==> config.mk <==
export PLATFORM = sky130hd
export DESIGN_NAME = mp_entry_arb
export DESIGN_NICKNAME = d
export VERILOG_FILES = /design/src/rtl/mp_arb_pkg.sv /design/src/rtl/mp_req_slot.sv /design/src/rtl/mp_miss_pick.sv /design/src/rtl/mp_refill_gate.sv /design/src/rtl/mp_entry_arb.sv
export SDC_FILE = /design/constraint.sdc
export NUM_CORES = 1
export LEC_CHECK = 0
export BUFFER_PORTS_ARGS = -buffer_cell sky130_fd_sc_hd__buf_2
export CAP_MARGIN = 30
export CORE_ASPECT_RATIO = 1.75
export CORE_UTILIZATION = 40
export CTS_BUF_LIST = sky130_fd_sc_hd__clkbuf_4
export DETAILED_ROUTE_END_ITERATION = 8
export PLACE_DENSITY = 0.7
export SYNTH_ARGS = -nofsm -noshare
export SYNTH_HDL_FRONTEND = slang
export SYNTH_HIERARCHICAL = 1
export SYNTH_SLANG_ARGS = --single-unit
==> constraint.sdc <==
create_clock -name clk -period 3.38 [get_ports clk]
set_clock_uncertainty 0.15 [all_clocks]
set_input_delay 0 -clock clk [delete_from_list [all_inputs] [get_ports clk]]
set_output_delay 0 -clock clk [all_outputs]
set_load 0.02 [all_outputs]
==> src/rtl/mp_arb_pkg.sv <==
`timescale 1ns/1ps
package mp_arb_pkg;

    localparam int MP_SET_W  = 8;
    localparam int MP_DATA_W = 16;
    localparam int MP_NMISS  = 16;
    localparam int MP_ID_W   = $clog2(MP_NMISS);
    localparam int MP_NSRC   = 4;

    // source slot indices; a higher index wins arbitration
    localparam int IX_STORE = 0;
    localparam int IX_ATOM  = 1;
    localparam int IX_REPL  = 2;
    localparam int IX_PROBE = 3;

    typedef enum logic [1:0] {
        SRC_STORE = 2'd0,
        SRC_ATOM  = 2'd1,
        SRC_REPL  = 2'd2,
        SRC_PROBE = 2'd3
    } mp_src_e;

    typedef struct packed {
        logic [MP_SET_W-1:0]  set;
        logic [MP_DATA_W-1:0] data;
    } mp_req_t;

    // one-hot of the highest set bit
    function automatic logic [MP_NSRC-1:0] mp_pick_top(input logic [MP_NSRC-1:0] elig);
        logic [MP_NSRC-1:0] g;
        g = '0;
        for (int i = 0; i < MP_NSRC; i++) begin
            if (elig[i]) begin
                g    = '0;
                g[i] = 1'b1;
            end
        end
        return g;
    endfunction

    function automatic mp_src_e mp_src_of(input logic [MP_NSRC-1:0] onehot);
        mp_src_e s;
        s = SRC_STORE;
        for (int i = 0; i < MP_NSRC; i++) begin
            if (onehot[i]) s = mp_src_e'(i);
        end
        return s;
    endfunction

endpackage

==> src/rtl/mp_req_slot.sv <==
`timescale 1ns/1ps
module mp_req_slot
    import mp_arb_pkg::*;
(
    input  logic    clk,
    input  logic    rst,
    input  logic    in_valid,
    input  mp_req_t in_req,
    output logic    in_ready,
    input  logic    grant,
    output logic    slot_valid,
    output mp_req_t slot_req
);

    assign in_ready = !slot_valid || grant;

    always_ff @(posedge clk) begin
        if (rst) begin
            slot_valid <= 1'b0;
            slot_req   <= '0;
        end else if (in_valid && in_ready) begin
            slot_valid <= 1'b1;
            slot_req   <= in_req;
        end else if (grant) begin
            slot_valid <= 1'b0;
        end
    end


    hold_stable_chk: assert property (@(posedge clk) disable iff (rst)
        (slot_valid && !grant) |=> (slot_valid && $stable(slot_req)));


    refill_no_gap_chk: assert property (@(posedge clk) disable iff (rst)
        (grant && in_valid) |=> slot_valid);


    grant_needs_req_chk: assert property (@(posedge clk) disable iff (rst)
        grant |-> slot_valid);

endmodule

==> src/rtl/mp_miss_pick.sv <==
`timescale 1ns/1ps
module mp_miss_pick
    import mp_arb_pkg::*;
(
    input  logic                               clk,
    input  logic                               rst,
    input  logic [MP_NMISS-1:0]                cand_valid,
    input  logic [MP_NMISS-1:0][MP_SET_W-1:0]  cand_set,
    input  logic                               take,
    output logic                               any,
    output mp_req_t                            pick_req,
    output logic [MP_NMISS-1:0]                cand_ready
);

    logic [MP_ID_W-1:0] pick_id;

    always_comb begin
        any     = 1'b0;
        pick_id = '0;
        for (int i = MP_NMISS - 1; i >= 0; i--) begin
            if (cand_valid[i]) begin
                any     = 1'b1;
                pick_id = MP_ID_W'(i);
            end
        end
    end

    always_comb begin
        pick_req.set  = cand_set[pick_id];
        pick_req.data = MP_DATA_W'(pick_id);
    end

    for (genvar g = 0; g < MP_NMISS; g++) begin : g_rdy
        assign cand_ready[g] = take && any && (pick_id == MP_ID_W'(g));
    end


    miss_ready_onehot_chk: assert property (@(posedge clk) disable iff (rst)
        $onehot0(cand_ready));


    miss_lowest_chk: assert property (@(posedge clk) disable iff (rst)
        (cand_ready != '0) |-> ((cand_valid & (cand_ready - 1'b1)) == '0));

endmodule

==> src/rtl/mp_refill_gate.sv <==
`timescale 1ns/1ps
module mp_refill_gate
    import mp_arb_pkg::*;
(
    input  logic               clk,
    input  logic               rst,
    input  logic               rep_grant,
    input  logic               rep_held,
    input  logic [MP_ID_W-1:0] rep_id,
    input  logic               s3_done,
    input  logic [MP_ID_W-1:0] s3_id,
    input  logic               refill_valid,
    input  logic [MP_ID_W-1:0] refill_id,
    output logic               refill_ready,
    output logic               refill_go
);

    logic [MP_NMISS-1:0] pend;

    for (genvar g = 0; g < MP_NMISS; g++) begin : g_pend
        always_ff @(posedge clk) begin
            if (rst) begin
                pend[g] <= 1'b0;
            end else if (rep_grant && rep_id == MP_ID_W'(g)) begin
                pend[g] <= 1'b1;
            end else if (s3_done && s3_id == MP_ID_W'(g)) begin
                pend[g] <= 1'b0;
            end
        end
    end

    assign refill_ready = !pend[refill_id] && !(rep_held && rep_id == refill_id);
    assign refill_go    = refill_valid && refill_ready;


    refill_hold_chk: assert property (@(posedge clk) disable iff (rst)
        rep_grant |=> ((refill_id != $past(rep_id)) || !refill_ready));


    held_replace_chk: assert property (@(posedge clk) disable iff (rst)
        (rep_held && refill_id == rep_id) |-> !refill_go);

endmodule

==> src/rtl/mp_entry_arb.sv <==
`timescale 1ns/1ps
module mp_entry_arb
    import mp_arb_pkg::*;
(
    input  logic                               clk,
    input  logic                               rst,
    input  logic                               st_valid,
    output logic                               st_ready,
    input  logic [MP_SET_W-1:0]                st_set,
    input  logic [MP_DATA_W-1:0]               st_data,
    input  logic                               amo_valid,
    output logic                               amo_ready,
    input  logic [MP_SET_W-1:0]                amo_set,
    input  logic [MP_DATA_W-1:0]               amo_data,
    input  logic                               prb_valid,
    output logic                               prb_ready,
    input  logic [MP_SET_W-1:0]                prb_set,
    input  logic [MP_DATA_W-1:0]               prb_data,
    input  logic [MP_NMISS-1:0]                miss_rep_valid,
    input  logic [MP_NMISS-1:0][MP_SET_W-1:0]  miss_rep_set,
    output logic [MP_NMISS-1:0]                miss_rep_ready,
    input  logic                               refill_valid,
    input  logic [MP_ID_W-1:0]                 refill_id,
    output logic                               refill_ready,
    input  logic                               s1_valid,
    input  logic                               s3_rep_done,
    input  logic [MP_ID_W-1:0]                 s3_rep_id,
    input  logic                               resv_update,
    output logic                               sel_valid,
    output logic [1:0]                         sel_src,
    output logic [MP_SET_W-1:0]                sel_set,
    output logic [MP_DATA_W-1:0]               sel_data
);

    logic [MP_NSRC-1:0] in_v, in_rdy, slot_v, elig, grant;
    mp_req_t            in_req   [MP_NSRC];
    mp_req_t            slot_req [MP_NSRC];
    mp_req_t            rep_pick;
    logic               rep_any;
    logic               refill_go;
    logic               resv_q;

    // candidate inputs per slot
    always_comb begin
        in_v[IX_STORE]          = st_valid;
        in_req[IX_STORE].set    = st_set;
        in_req[IX_STORE].data   = st_data;
        in_v[IX_ATOM]           = amo_valid;
        in_req[IX_ATOM].set     = amo_set;
        in_req[IX_ATOM].data    = amo_data;
        in_v[IX_REPL]           = rep_any;
        in_req[IX_REPL]         = rep_pick;
        in_v[IX_PROBE]          = prb_valid;
        in_req[IX_PROBE].set    = prb_set;
        in_req[IX_PROBE].data   = prb_data;
    end

    mp_miss_pick u_pick (
        .clk        (clk),
        .rst        (rst),
        .cand_valid (miss_rep_valid),
        .cand_set   (miss_rep_set),
        .take       (in_rdy[IX_REPL]),
        .any        (rep_any),
        .pick_req   (rep_pick),
        .cand_ready (miss_rep_ready)
    );

    for (genvar g = 0; g < MP_NSRC; g++) begin : g_slot
        mp_req_slot u_slot (
            .clk        (clk),
            .rst        (rst),
            .in_valid   (in_v[g]),
            .in_req     (in_req[g]),
            .in_ready   (in_rdy[g]),
            .grant      (grant[g]),
            .slot_valid (slot_v[g]),
            .slot_req   (slot_req[g])
        );
    end

    mp_refill_gate u_gate (
        .clk          (clk),
        .rst          (rst),
        .rep_grant    (grant[IX_REPL]),
        .rep_held     (slot_v[IX_REPL]),
        .rep_id       (slot_req[IX_REPL].data[MP_ID_W-1:0]),
        .s3_done      (s3_rep_done),
        .s3_id        (s3_rep_id),
        .refill_valid (refill_valid),
        .refill_id    (refill_id),
        .refill_ready (refill_ready),
        .refill_go    (refill_go)
    );

    always_ff @(posedge clk) begin
        if (rst) resv_q <= 1'b0;
        else     resv_q <= resv_update;
    end

    always_comb begin
        elig[IX_STORE] = slot_v[IX_STORE];
        elig[IX_ATOM]  = slot_v[IX_ATOM];
        elig[IX_REPL]  = slot_v[IX_REPL] && !s1_valid;
        elig[IX_PROBE] = slot_v[IX_PROBE] && !resv_q;
        if (refill_go) elig = '0;
        grant = mp_pick_top(elig);
    end

    always_comb begin
        sel_set  = '0;
        sel_data = '0;
        for (int i = 0; i < MP_NSRC; i++) begin
            if (grant[i]) begin
                sel_set  = slot_req[i].set;
                sel_data = slot_req[i].data;
            end
        end
    end

    assign sel_valid = |grant;
    assign sel_src   = mp_src_of(grant);
    assign st_ready  = in_rdy[IX_STORE];
    assign amo_ready = in_rdy[IX_ATOM];
    assign prb_ready = in_rdy[IX_PROBE];


    grant_onehot_chk: assert property (@(posedge clk) disable iff (rst)
        $onehot0(grant));


    store_yields_chk: assert property (@(posedge clk) disable iff (rst)
        (sel_valid && sel_src == SRC_STORE) |-> !slot_v[IX_ATOM]);


    refill_blocks_all_chk: assert property (@(posedge clk) disable iff (rst)
        (refill_valid && refill_ready) |-> !sel_valid);


    s1_blocks_repl_chk: assert property (@(posedge clk) disable iff (rst)
        s1_valid |-> !(sel_valid && sel_src == SRC_REPL));


    resv_blocks_probe_chk: assert property (@(posedge clk) disable iff (rst)
        resv_update |=> !(sel_valid && sel_src == SRC_PROBE));

endmodule

# == Word-level counts from Yosys, hierarchy flattened ==
# Index checks and enable logic that the tools add are counted.
# totals
mem_bits_rw,0
mem_bits_ro,0
memories,0
elab_cells,262
register_bits,105
in_bits,233
output_inout_bits,47
latch_bits,0
# op_classes
n_mul,0
bitwise,0
div,0
add_sub_neg,0
reduce_logical,93
mux,92
n_shift,0
n_eq_ne,46
order_cmp,2
# ops
cell,count
$eq 4x4->1 const B,24
$mux 4,20
$mux 16,4
$mux 1,59
$logic_and 1x1->1,57
$eq 4x3->1 const B,12
$mux 8,5
$reduce_bool 2->1,20
$bmux 8 s4,1
$eq 4x2->1 const B,6
$eq 4x1->1 const B,3
$logic_not 4->1,3
$lt 4x5->1 const B,2
$logic_not 1->1,8
$bmux 1 s4,1
$eq 4x4->1,1
$logic_or 1x1->1,4
$mux 2,2
$reduce_or 4->1,1

# == Depth between registers and ports, before layout ==
# depth
ltp_word,18
depth_mapped,13

# == By module ==
# Netlist, hierarchy kept.
# modules_own_cells
module,n_inst,cells_each,area_each_um2
mp_req_slot,4,114,1187.4
mp_miss_pick,1,233,1572.8
mp_entry_arb,1,106,953.4
mp_refill_gate,1,102,872.1

# == Least setup slack after synthesis ==
# Ideal clock, no wire load.
# synth_path
path_kind,register -> output
from,"register, netlist name g_slot[2].u_slot/slot_req[2]"
to,output miss_rep_ready[12]
path_stages_with_launch,13
t_required_ps,3230
slack_ps,483
t_arrival_ps,2747
path_cell_list,dfxtp_1 clkbuf_1 xor2_1 nor4_1 nor3b_2 buf_4 clkbuf_1 nor3_1 nand2b_4 buf_6 buf_2 nand3_1 nor2_1
# synth_between
elab_chain_len,11
# synth_lines
element,line,source
$eq 4x4->1 *,mp_refill_gate.sv:32,assign refill_ready = !pend[refill_id] && !(rep_held && rep_id == refill_id);
$logic_and 1x1->1 *,mp_refill_gate.sv:32,
$logic_not 1->1 *,mp_refill_gate.sv:32,
$logic_and 1x1->1 *,mp_refill_gate.sv:32,
$logic_and 1x1->1 *,mp_refill_gate.sv:33,assign refill_go = refill_valid && refill_ready;
net refill_go,mp_entry_arb.sv:40,logic refill_go;
$mux 4 *,mp_entry_arb.sv:106,if (refill_go) elig = '0;
$mux 4,mp_arb_pkg.sv:33,if (elig[i]) begin
$mux 4 *,mp_arb_pkg.sv:33,
net grant[2],mp_entry_arb.sv:35,"logic [MP_NSRC-1:0] in_v, in_rdy, slot_v, elig, grant;"
$logic_or 1x1->1 *,mp_req_slot.sv:15,assign in_ready = !slot_valid || grant;
net in_rdy[2],mp_entry_arb.sv:35,
$logic_and 1x1->1 * (2 in a row),mp_miss_pick.sv:34,assign cand_ready[g] = take && any && (pick_id == MP_ID_W'(g));
end: declaration,mp_entry_arb.sv:21,"output logic [MP_NMISS-1:0] miss_rep_ready,"
# Mark *: on every way through the listed nets, which the timed path passes. The rest lies on a longest branch.

# == Worst setup path after layout ==
# layout_path
from,register u_gate.pend[1]
to,"register, netlist name g_slot[0].u_slot/slot_req[18]"
# layout_between
elab_chain_len,12
# layout_lines
element,line,source
start: declaration,mp_refill_gate.sv:18,logic [MP_NMISS-1:0] pend;
start signal: indexed assignment,mp_refill_gate.sv:23,pend[g] <= 1'b0;
start signal: indexed assignment,mp_refill_gate.sv:25,pend[g] <= 1'b1;
start signal: indexed assignment,mp_refill_gate.sv:27,pend[g] <= 1'b0;
$bmux 1 s4 *,mp_refill_gate.sv:32,
$mux 1 (not written as such) *,mp_refill_gate.sv:32,
$logic_not 1->1 *,mp_refill_gate.sv:32,
$logic_and 1x1->1 *,mp_refill_gate.sv:32,
$logic_and 1x1->1 *,mp_refill_gate.sv:33,
net refill_go,mp_entry_arb.sv:40,
$mux 4 *,mp_entry_arb.sv:106,
$mux 1,mp_arb_pkg.sv:33,
$mux 4 (2 in a row),mp_arb_pkg.sv:33,
$mux 4 *,mp_arb_pkg.sv:33,
net grant[0],mp_entry_arb.sv:35,
$logic_or 1x1->1 *,mp_req_slot.sv:15,
$logic_and 1x1->1 *,mp_req_slot.sv:21,end else if (in_valid && in_ready) begin
# Mark *: on every way through the listed nets, which the timed path passes. The rest lies on a longest branch. The select of a mux whose other input is x is not followed.
# A chain may end at the register's enable or synchronous reset.

==> impl_metrics.toml <==
[grt]
grt_pass1_wl_um = 46500
use_met1_pct = 30.1
grt_pass1_vias = 8868
grt.overflow.total = 0
antenna_found_initial = 2
grt_usage_pct = 29.4
grt_max_degree = 71
met2_usage_pct = 56.3
top_usage_layer = "met2"
grt.met3_usage_pct = 4.72

[layout]
final_cell_mix = "buf_2 (278), dlygate4sd3_1 (163), dfxtp_1 (117)"
layout-drive-gt1-share_pct = 36.2
seq_area_um2 = 2340
final_net_count = 1523
fill_cells = 1717
multiInputGateArea_um2 = 5180
fin_area_um2 = 11400
layout_commonest_cell = "buf_2"
syn_to_final_growth_pct = 39.7

[synth]
yosysUniqueCellTypes = 63
ys_ff_latch = 117
yosysWarnings = 6
synth_edf_count = 0
syn_area_per_cell_um2 = 9.08
yosysTopAreaCell = "dfxtp_1"
synth.cell_area_um2 = 8150
synthCells = 897
async_reset_ff_share_pct = 0
yosys-top-cells-area = "dfxtp_1 (29%), a21bo_1 (12%), a21oi_2 (10%), nand3_1 (6.8%), a22o_1 (3.4%)"
ys_seq_area_share_pct = 28.7
synth_top_cell_area_share_pct = 28.7
synthFlopType = "dfxtp_1"

[floorplan]
dieWidth_um = 110
initial_utilization_pct = 41.1
die_h_um = 191
ios = 280
die_area_um2 = 21000
core_um2 = 19800
rows = 68

[pwr]
p_leak_nw = 4.70
finalPower_mw = 3.63
p_sw_mw = 1.18
seqPwrFrac_pct = 41.4
internal_power_mw = 2.45
clock_power_share_pct = 30.8
ir_worst_vdd_v = 0.000259
p_per_area_nw_per_um2 = 319
p_comb_share_pct = 27.8
swShare_pct = 32.6

[run]
maxCapViolCount = 0

[timing]
final.min_clock_period_ps = 3260
slew_headroom_pct = 37.2
finalHoldViolCount = 0
tns_ps = 0
period_share_pct = 96.5
setup_slack_ps = 117
rsz0062_at_grt = "yes"
setup_viol = 0
tightest_slew_ps = 942
fmax_ghz = 0.306
drv_slew = 0

[cts]
cts_buffer_depth = 2
cts-root-buf = "clkbuf_4"
insertion_delay_ps = 520
cts_buffers = 17
cts_num_sinks = 117
path_clk_slew_ps = 110
ctsHtreeMaxLevel = 4
post_cts_buffers = 0
cts_tree = "done"

[place]
dp_hpwl_um = 19900
io_buffers = 279
detailedPlace.worstSlack_ps = 457
place_congestion = 0.931
placed_area_um2 = 9360

[worst_setup_path]
cp.required_ps = 3610
path_max_fanout = 13
crit_path_end_kind = "register"
critPathKind = "reg -> reg"
crit_path_start_kind = "register"
worstPathArrival_ps = 3490

[routing]
routed_wl_um = 32300
ant_nets = 0
drt_first_pass_iters = 5
routedWlPerCell_um = 20.8
vias_per_cell = 5.78
drt_iter0_markers = 683
detailroute.via_count = 8959
route.detailed.drc = 0

[worst_hold_path]
hp-class = "in -> reg"

[outcome]
status = "finished clean"
[power groups by stage]
| stage | Combinational, mW | Sequential (mW) | Clock, mW |
|---|---|---|---|
| after floorplan | 0.579 | 1.51 | 0 |
| after CTS | 0.954 | 1.50 | 1.13 |
| after global routing | 1.08 | 1.51 | 1.20 |
| after detailed placement | 0.805 | 1.53 | 0 |
| final | 1.01 | 1.50 | 1.12 |
| after global placement | 0.793 | 1.53 | 0 |
[path summary, 6_finish.rpt]
path	start	end	slack, ps	cells past startpoint
min	miss_rep_valid[15]	g_slot[2].u_slot/slot_req[3]	70	6
min reg2reg	u_gate/pend[14]	u_gate/pend[14]	340	2
max	u_gate/pend[1]	g_slot[0].u_slot/slot_req[18]	120	10
max reg2reg	u_gate/pend[1]	g_slot[0].u_slot/slot_req[18]	120	10
[final cells by class]
type / instances / share of cell area, %
clock buffers: 17 / 1.12
repair buffers: 463 / 28.2
diodes: 2 / 0.0440
flip-flops and latches: 117 / 20.6
inverters: 8 / 0.264
well taps: 245 / 2.69
clock inverters: 15 / 1.59
multi-input cells: 683 / 45.5
[timing repair]
item	4_1_cts	5_1_grt
endpoints found under the setup margin	0	53
hold endpoints to repair	110	0
hold buffers	163	0
gates resized for setup	0	10
[critical path, cell delays in order (launching register included)]
cell           delay [ps]
dfxtp_1               320
mux4_1                500
mux2i_1               190
mux2i_2               130
nor3b_4               370
nor3b_4               130
and2_2                260
nand2b_4              240
nand3_1               160
dlygate4sd3_1         610
a21oi_2                70
[metrics by stage]
| step | hold slack [ps] | cells | utilization [%] |
|---|---|---|---|
| global route | 83.6 | 1550 | 57.4 |
| CTS | 33.1 | 1543 | 57.0 |
| global placement | 64.0 | 1348 | 47.2 |
| finish | 72.1 | 1550 | 57.4 |
| detailed placement | 74.6 | 1348 | 47.2 |
| floorplan | -78.4 | 908 | - |
[registers in the layout, summed over array words and instances, names as in the netlist]
name	cells
g_slot.u_slot/slot_req	96
resv_q	1
g_slot.u_slot/slot_valid	4
u_gate/pend	16
[synthesized netlist by cell type, drive strengths merged, types with 5 or more instances]
cell type,number
a221o,24
clkbuf,25
a32o,7
a21bo,96
mux2i,28
mux2,6
a21oi,125
a22o,32
a22oi,9
nand3,111
nor2b,8
inv,8
nor4,5
dfxtp,117
buf,78
o21ai,26
nor2,60
a211oi,9
and2,5
nor4b,24
nand2,32
a221oi,7
nand2b,13
[cell families after synthesis]
group | synth area share, %
AO/OA/AOI/OAI | 37.4
AND/OR/NAND/NOR | 18.5
flip-flops | 28.7
buffers and inverters | 9.26
multiplexers | 5.70
XOR/XNOR | 0.430
other | 0.0460
[layer usage]
layer | share of wire (%) | up-vias | routed length [um]
li1 | - | 4127 | -
met4 | 4.4 | 0 | 1420
met3 | 6.6 | 97 | 2140
met1 | 35 | 4244 | 11400
met5 | 0 | - | 0
met2 | 54 | 491 | 17300
(Power assumes the default switching activity.)
